[src/rtl/commit_sel_pkg.sv]
package commit_sel_pkg;

  localparam int STATUS_W = 3;

  typedef enum logic [STATUS_W-1:0] {
    ST_RUNNING    = 3'd0,
    ST_IDLE       = 3'd1,
    ST_FETCH_TRAP = 3'd2,
    ST_TRAP       = 3'd3,
    ST_SQUASHING  = 3'd4
  } thrStatus_e;

  typedef enum logic [1:0] {
    POL_AGGRESSIVE = 2'd0,
    POL_ROUND      = 2'd1,
    POL_OLDEST     = 2'd2,
    POL_RESERVED   = 2'd3
  } policy_e;

  // strobes from control to datapath
  typedef struct packed {
    logic useRound;
    logic useOldest;
    logic singleMode;
  } selStrobe_t;

  function automatic logic statusEligible(input logic [STATUS_W-1:0] code);
    return (code == ST_RUNNING) || (code == ST_IDLE) || (code == ST_FETCH_TRAP);
  endfunction

endpackage

[src/rtl/commit_sel_ctrl.sv]
module commit_sel_ctrl
  import commit_sel_pkg::*;
#(
  parameter int NUM_THREADS = 4,
  parameter int TID_W       = 2
) (
  input  logic                         clk,
  input  logic                         rstN,
  input  logic [1:0]                   policySel,
  input  logic                         retireFire,
  input  logic                         grantValid,
  input  logic [TID_W-1:0]             grantPos,
  output selStrobe_t                   strobes,
  output logic [NUM_THREADS*TID_W-1:0] prioFlat
);

  logic [TID_W-1:0] prioList [NUM_THREADS];

  // policy decode
  always_comb begin
    strobes = '0;
    if (NUM_THREADS == 1) begin
      strobes.singleMode = (policySel != POL_RESERVED);
    end else begin
      strobes.useRound  = (policySel == POL_ROUND);
      strobes.useOldest = (policySel == POL_AGGRESSIVE) || (policySel == POL_OLDEST);
    end
  end

  generate
    if (NUM_THREADS == 1) begin : gSingle
      logic unusedRotate;
      assign unusedRotate = ^{retireFire, grantValid, grantPos};
      always_ff @(posedge clk) begin
        prioList[0] <= '0;
      end
    end else begin : gMulti
      logic rotateNow;
      assign rotateNow = strobes.useRound && grantValid && retireFire;
      always_ff @(posedge clk) begin
        if (!rstN) begin
          for (int i = 0; i < NUM_THREADS; i++) prioList[i] <= TID_W'(i);
        end else if (rotateNow) begin
          for (int i = 0; i < NUM_THREADS - 1; i++) begin
            if (i >= int'(grantPos)) prioList[i] <= prioList[i+1];
          end
          prioList[NUM_THREADS-1] <= prioList[grantPos];
        end
      end
    end
  endgenerate

  for (genvar g = 0; g < NUM_THREADS; g++) begin : gPack
    assign prioFlat[g*TID_W +: TID_W] = prioList[g];
  end

endmodule

[src/rtl/commit_sel_dp.sv]
module commit_sel_dp
  import commit_sel_pkg::*;
#(
  parameter int NUM_THREADS = 4,
  parameter int SEQ_W       = 16,
  parameter int TID_W       = 2
) (
  input  selStrobe_t                      strobes,
  input  logic [NUM_THREADS*STATUS_W-1:0] threadStatus,
  input  logic [NUM_THREADS-1:0]          headReady,
  input  logic [NUM_THREADS-1:0]          robEmpty,
  input  logic [NUM_THREADS*SEQ_W-1:0]    headSeq,
  input  logic [NUM_THREADS*TID_W-1:0]    prioFlat,
  output logic                            grantValid,
  output logic [TID_W-1:0]                grantTid,
  output logic [TID_W-1:0]                grantPos
);

  logic [NUM_THREADS-1:0] eligible, roundQual, oldQual;
  logic                   roundHit, oldHit;
  logic [TID_W-1:0]       roundTid, roundPos, oldTid;
  logic [SEQ_W-1:0]       oldSeq;

  always_comb begin
    for (int t = 0; t < NUM_THREADS; t++) begin
      eligible[t]  = statusEligible(threadStatus[t*STATUS_W +: STATUS_W]);
      roundQual[t] = eligible[t] && headReady[t];
      oldQual[t]   = eligible[t] && headReady[t] && !robEmpty[t];
    end
  end

  // list scan: walk back to front so the front-most hit remains
  always_comb begin
    logic [TID_W-1:0] id;
    roundHit = 1'b0;
    roundTid = '0;
    roundPos = '0;
    for (int i = NUM_THREADS - 1; i >= 0; i--) begin
      id = prioFlat[i*TID_W +: TID_W];
      if (int'(id) < NUM_THREADS && roundQual[id]) begin
        roundHit = 1'b1;
        roundTid = id;
        roundPos = TID_W'(i);
      end
    end
  end

  // age compare: strict less-than keeps the lower ID on a tie
  always_comb begin
    oldHit = 1'b0;
    oldTid = '0;
    oldSeq = '0;
    for (int t = 0; t < NUM_THREADS; t++) begin
      if (oldQual[t] && (!oldHit || headSeq[t*SEQ_W +: SEQ_W] < oldSeq)) begin
        oldHit = 1'b1;
        oldTid = TID_W'(t);
        oldSeq = headSeq[t*SEQ_W +: SEQ_W];
      end
    end
  end

  always_comb begin
    grantValid = 1'b0;
    grantTid   = '0;
    grantPos   = '0;
    if (strobes.singleMode) begin
      grantValid = eligible[0];
    end else if (strobes.useRound) begin
      grantValid = roundHit;
      grantTid   = roundTid;
      grantPos   = roundPos;
    end else if (strobes.useOldest) begin
      grantValid = oldHit;
      grantTid   = oldTid;
    end
  end

endmodule

[src/rtl/commit_thread_select.sv]
module commit_thread_select
  import commit_sel_pkg::*;
#(
  parameter int NUM_THREADS = 4,
  parameter int SEQ_W       = 16,
  localparam int TID_W      = (NUM_THREADS > 1) ? $clog2(NUM_THREADS) : 1
) (
  input  logic                            clk,
  input  logic                            rstN,
  input  logic [1:0]                      policySel,
  input  logic [NUM_THREADS*STATUS_W-1:0] threadStatus,
  input  logic [NUM_THREADS-1:0]          headReady,
  input  logic [NUM_THREADS-1:0]          robEmpty,
  input  logic [NUM_THREADS*SEQ_W-1:0]    headSeq,
  input  logic                            retireFire,
  output logic                            grantValid,
  output logic [TID_W-1:0]                grantTid
);

  selStrobe_t                   strobes;
  logic [NUM_THREADS*TID_W-1:0] prioFlat;
  logic [TID_W-1:0]             grantPos;

  commit_sel_ctrl #(.NUM_THREADS(NUM_THREADS), .TID_W(TID_W)) u_ctrl (
    .clk(clk), .rstN(rstN), .policySel(policySel), .retireFire(retireFire),
    .grantValid(grantValid), .grantPos(grantPos),
    .strobes(strobes), .prioFlat(prioFlat)
  );

  commit_sel_dp #(.NUM_THREADS(NUM_THREADS), .SEQ_W(SEQ_W), .TID_W(TID_W)) u_dp (
    .strobes(strobes), .threadStatus(threadStatus), .headReady(headReady),
    .robEmpty(robEmpty), .headSeq(headSeq), .prioFlat(prioFlat),
    .grantValid(grantValid), .grantTid(grantTid), .grantPos(grantPos)
  );

endmodule

[config.mk]
export PLATFORM = sky130hd
export DESIGN_NAME = commit_thread_select
export DESIGN_NICKNAME = d
export VERILOG_FILES = /design/src/rtl/commit_sel_pkg.sv /design/src/rtl/commit_sel_ctrl.sv /design/src/rtl/commit_sel_dp.sv /design/src/rtl/commit_thread_select.sv
export SDC_FILE = /design/constraint.sdc
export NUM_CORES = 1
export LEC_CHECK = 0
export CAP_MARGIN = 20
export CORE_ASPECT_RATIO = 1.5
export CORE_MARGIN = 10
export CORE_UTILIZATION = 50
export CTS_BUF_LIST = sky130_fd_sc_hd__clkbuf_4 sky130_fd_sc_hd__clkbuf_8 sky130_fd_sc_hd__clkbuf_16
export CTS_CLUSTER_SIZE = 12
export DETAILED_ROUTE_END_ITERATION = 10
export MAX_ROUTING_LAYER = met4
export PLACE_DENSITY = 0.95
export SYNTH_ARGS = -nofsm -noshare
export SYNTH_HDL_FRONTEND = slang
export SYNTH_SLANG_ARGS = --single-unit
[constraint.sdc]
create_clock -name clk -period 21.8 [get_ports clk]
set_input_delay 3.27 -clock clk [delete_from_list [all_inputs] [get_ports clk]]
set_output_delay 3.27 -clock clk [all_outputs]
set_load 0.02 [all_outputs]
# [Yosys cells after proc, flatten, opt, wreduce, memory -nomap -nowiden]
# Memory sizes are Yosys's and may differ from the RTL's.
# Index checks and enable logic that the tools add are counted.
[totals] regBits=0 mem_bits_rw=8 in_bits=89 n_memories=1
[classes] n_lt_le_gt_ge=10 eq_ne=10 muxes=55 bitwise_logic=4 n_reduce_logical=37
[memory_table] memory="u_ctrl.prioList" depth=4 word_bits=2 read_ports=5 rd_ports_with_merged_regs=0 wr=4 line_no="commit_sel_ctrl.sv:17" source="logic [TID_W-1:0] prioList [NUM_THREADS];"
[ops] cell="16-bit less-than comparator" count=3
[ops] cell="16-bit two-way mux" count=3
[ops] cell="2-bit two-way mux" count=17
[ops] cell="1-bit two-way mux" count=31
[ops] cell="1-bit logical AND" count=13
[ops] cell="3-bit by 1-bit == test with 1-bit output, second input constant" count=4
[ops] cell="3-bit by 2-bit == test with 1-bit output, second input constant" count=4
[ops] cell="3-bit logical NOT" count=4
[ops] cell="1-bit logical OR" count=12
[ops] cell="2-bit by 3-bit less-than comparator with 1-bit output, second input constant" count=4
[ops] cell="1-bit binary-select mux with 2-bit select" count=4
[ops] cell="1-bit logical NOT" count=7
[ops] cell="1-bit by 2-bit greater-or-equal comparator with 1-bit output, first input constant" count=2
[ops] cell="1-bit OR" count=4
[ops] cell="2-bit by 1-bit == test with 1-bit output, second input constant" count=1
[ops] cell="2-bit == test, second input constant" count=1
[ops] cell="2-bit greater-or-equal comparator, first input constant" count=1
[ops] cell="2-bit logical NOT" count=1

# [Longest topological paths before layout]
[logic_depth] word_depth=26 depth_mapped=33 depth_no_buf=27

# [Hierarchy]
# From an unflattened synthesis, not the netlist that was laid out.
[hier_totals] cells_unflattened=314 area_unflattened_um2=2429.8
[by_module_without_submodules] module="commit_sel_dp" instances=1 cells_each=280 area_per_inst_um2=1996.9
[by_module_without_submodules] module="commit_sel_ctrl" instances=1 cells_each=34 area_per_inst_um2=432.9

# [Worst setup path before layout]
# OpenSTA, ideal clock, no wires.
[synth_timing] path_type="input port to output port" start="input headReady[0]" end="output grantTid[0]" arrival_time_ns=8.995 setup_slack_ns=9.535 cell_stages=32 path_buffers=6 path_cell_list="nor2b_4 and3_4 buf_6 clkbuf_1 nand2_1 ha_1 nand4_1 o21ai_0 a211oi_4 nand2b_1 a21o_1 buf_2 buf_6 mux2i_1 inv_1 ha_1 a211oi_1 o22ai_1 o221ai_1 o211ai_1 o41a_1 buf_6 buf_12 mux2i_1 ha_1 o21a_1 o21a_1 a211oi_1 nor2_1 nor4_1 a31oi_1 o311ai_0"
[synth_via] elab_chain_len=17 word_cells_on_any_way=37
[synth_rtl] element="start: declaration" line_no="commit_thread_select.sv:12" source="input logic [NUM_THREADS-1:0] headReady,"
[synth_rtl] element="1-bit logical AND (*)" line_no="commit_sel_dp.sv:27, commit_sel_dp.sv:28"
[synth_rtl] element="1-bit logical AND" line_no="commit_sel_dp.sv:28" source="oldQual[t] = eligible[t] && headReady[t] && !robEmpty[t];"
[synth_rtl] element="16-bit two-way mux / 1-bit two-way mux (equally long branches)" line_no="commit_sel_dp.sv:54" source="if (oldQual[t] && (!oldHit || headSeq[t*SEQ_W +: SEQ_W] < oldSeq)) begin"
[synth_rtl] element="16-bit less-than comparator / 1-bit logical NOT (equally long branches)" line_no="commit_sel_dp.sv:54"
[synth_rtl] element="1-bit logical OR" line_no="commit_sel_dp.sv:54"
[synth_rtl] element="1-bit logical AND" line_no="commit_sel_dp.sv:54"
[synth_rtl] element="16-bit two-way mux / 1-bit two-way mux (equally long branches)" line_no="commit_sel_dp.sv:54"
[synth_rtl] element="16-bit less-than comparator / 1-bit logical NOT (equally long branches)" line_no="commit_sel_dp.sv:54"
[synth_rtl] element="1-bit logical OR" line_no="commit_sel_dp.sv:54"
[synth_rtl] element="1-bit logical AND" line_no="commit_sel_dp.sv:54"
[synth_rtl] element="16-bit two-way mux / 1-bit two-way mux (equally long branches)" line_no="commit_sel_dp.sv:54"
[synth_rtl] element="16-bit less-than comparator / 1-bit logical NOT (equally long branches)" line_no="commit_sel_dp.sv:54"
[synth_rtl] element="1-bit logical OR" line_no="commit_sel_dp.sv:54"
[synth_rtl] element="1-bit logical AND" line_no="commit_sel_dp.sv:54"
[synth_rtl] element="2-bit two-way mux" line_no="commit_sel_dp.sv:54"
[synth_rtl] element="2-bit two-way mux" line_no="commit_sel_dp.sv:72" source="end else if (strobes.useOldest) begin"
[synth_rtl] element="2-bit two-way mux (*)" line_no="commit_sel_dp.sv:68" source="end else if (strobes.useRound) begin"
[synth_rtl] element="end: declaration" line_no="commit_thread_select.sv:17" source="output logic [TID_W-1:0] grantTid"
# Every way passes the cells marked *; elsewhere a longest branch is shown, timed or not. The select of a mux whose other input is x is not followed.

# [Worst setup path in the final report]
# Same ends and word-level chain as after synthesis.

==> impl_metrics.ini <==
[yosys]
synth_top_flop_cell = edfxtp_1
async_flop_share_pct = 0
synth_nets = 443
netlist.area_leader.share_pct = 22.3
synthCells = 309
syn_area_per_cell_um2 = 8.17
synth_common_cells = ha_1 (45), inv_1 (37), mux2i_1 (33)
synth_most_common_cell = ha_1
netlist_area_mm2 = 0.00252
yosysSeqAreaShare_pct = 9.52
yosysWarnings = 0
ys_seq_elements = 8
yosys.area.top_type = ha_1
synth_cell_types = 57
synth_edf_count = 8
synth_area_leaders = ha_1 (22%), mux2i_1 (13%), edfxtp_1 (9.5%)

[finish]
reg_top3 = u_ctrl.prioList: 8 flops
antenna_cells = 0
multiInputGateArea_mm2 = 0.00207
layout.nets = 531
drive_gt1_share_pct = 5.82
regMostFlops = u_ctrl.prioList
area_delta_synth_final_pct = 38.2
num-fill-cells = 390
largest_reg_flops = 8
ff_latch_area_um2 = 240
fin_cells = 461

[sta]
worst_slew_margin_rel_pct = 36.2
slew_violations = 0
worst_pin_slew_ns = 0.957
setup_viol = 0
min_period_over_period_pct = 66.9
setup_slack_ns = 7.21
clock.fmax_mhz = 68.5
fin_worst_skew_ns = 0.00221
rsz0062_at_grt = false
final.setup.tns_ns = 0
post-route-min-period_ns = 14.59
final_hold_viol_count = 0

[flow_run]
cap_violations = 0

[clock_tree]
post_cts_resized = 0
ctsHoldBuffers = 0
cts_buffers = 3
h-tree-depth = 1
clk_pin_slew_ns = 0.04
cts_tree = done
cts.root.buffer_cell = clkbuf_8
clock_sinks = 8
clock_latency_ns = 0.23
cts_setup_buffers = 0
clockBufferDepth = 2

[global_routing]
met3_usage_pct = 3.34
busiest_layer = met2
grt-ovfl-total = 0
met2_usage_pct = 40.0
track_usage_pct = 21.1
grt_pass1_vias = 3099
met1_usage_pct = 19.5
antenna_found_initial = 0
grt_pass1_wl_mm = 14.3
grt_max_degree = 23

[route]
num_vias = 2857
post_drt_wl_per_cell_um = 18.9
drtPass1Iterations = 4
drt-total-wl_mm = 8.70
drc = 0
postRouteAntennaNets = 0
dr.first_iter.drc_count = 230
viasPerCell = 6.20

[worst_setup_path]
worstSetupEndpointType = primary output
arrival_ns = 11.32
r2r_setup_slack_ns = 19.58
startpoint_type = primary input
crit_type = in2out
crit_required_ns = 18.53
worstPathMaxFanout = 22

[die]
die_area_mm2 = 0.00835
rows = 31
coreArea_mm2 = 0.00485
io_pins = 92
die_x_um = 78.0
die_height_um = 107
start_util_pct = 52.1

[placed_design]
routabilityCongestion = 0.992
place_inst = 458
io_buffer_count = 91
dpl_worst_slack_ns = 7.35
dp.final_hpwl_mm = 7.66

[power]
swShare_pct = 35.6
ir_worst_vdd_mv = 0.0329
seqPwrFrac_pct = 19.4
power.density_mw_per_mm2 = 27.3
p_switching_uw = 33.9
p_leak_uw = 0.00141
clock_power_share_pct = 18.1
combPwrFrac_pct = 62.5
internal-power_uw = 61.3
report.power.total_uw = 95.2

[min_path]
hold_path_class = reg2reg

[status]
status = finished, final reports clean
through the flow:
stage	cell area (µm²)	hold slack, ns	utilization [%]
finish	3490	0.607	71.9
global route	3490	0.626	71.9
CTS	3490	0.606	71.9
detailed placement	3450	0.594	71.1
global placement	3450	0.585	71.1
floorplan	2520	0.544	-
power groups by stage:
stage,clock network [µW],logic (µW),registers (µW)
floorplan,0,32.2,18.1
global placement,0,56.1,18.6
detailed placement,0,58.5,18.6
CTS,17.8,58.9,18.4
global route,18.2,65.0,18.5
finish,17.3,59.5,18.4
routing by layer:
layer,wire [µm],share of wire [%]
met5,0,0
met4,471,5.4
met3,486,5.6
met2,4680,54
met1,3060,35
logic make-up (layout without fill, tap and decap cells):
kind of cell	count (synthesis)	count (layout)	share of synthesized area, %
AO/OA/AOI/OAI	72	72	20.5
adder cells (fa/ha/maj)	45	45	22.3
buffers and inverters	45	131	8.33
flip-flops	8	8	9.52
multiplexers	39	39	18.4
AND/OR/NAND/NOR	100	100	20.9
critical path, cell delays in order:
cell and delay, ns:
clkdlybuf4s50_1 0.46, nor2b_4 0.16, and3_4 0.35, nand2_1 0.13
ha_1 0.21, nor3b_1 0.18, nand4_1 0.17, a211oi_4 0.29
nand2b_1 0.14, a21o_1 0.64, mux2i_1 0.45, inv_1 0.09
ha_1 0.29, nand4_1 0.11, nor2_1 0.16, nor4b_1 0.47
or2_1 0.21, o41a_1 0.80, mux2i_1 0.30, ha_1 0.29
a211oi_1 0.21, o21ai_0 0.12, a211oi_1 0.34, nor2_1 0.08
nor4_1 0.33, a31oi_1 0.18, o311ai_0 0.16, clkdlybuf4s50_1 0.71
path summary, 6_finish.rpt:
kind | startpoint | depth (start not counted) | end
setup reg to reg | u_ctrl.prioList[1][0] | 5 | u_ctrl.prioList[2][1]
hold / removal | u_ctrl.prioList[3][1] | 1 | u_ctrl.prioList[2][1]
hold reg to reg | u_ctrl.prioList[3][1] | 1 | u_ctrl.prioList[2][1]
setup / recovery | headReady[0] | 28 | grantTid[0]
layout by cell type (no fill, tap or decap), drive strengths merged, types with 3 or more instances in the layout:
cell,instances
a211oi,10
nand4,9
o21ai,18
or2,3
a21oi,15
clkdlybuf4s50,91
nand2b,4
nand2,32
mux2i,33
and2,3
o211ai,6
nor3,7
ha,45
inv,37
nand3,6
mux4,6
edfxtp,8
and3b,3
o21a,4
clkbuf,3
or3,4
nor2,17
area by class of cell:
cell class / instances / area share [%]
Clock buffer: 3 / 1.18
Sequential cell: 8 / 6.89
Timing Repair Buffer: 91 / 26.1
Multi-Input combinational cell: 256 / 59.5
Inverter: 37 / 3.98
Tap cell: 66 / 2.37
Note: power is estimated with default switching activity, not from simulation.
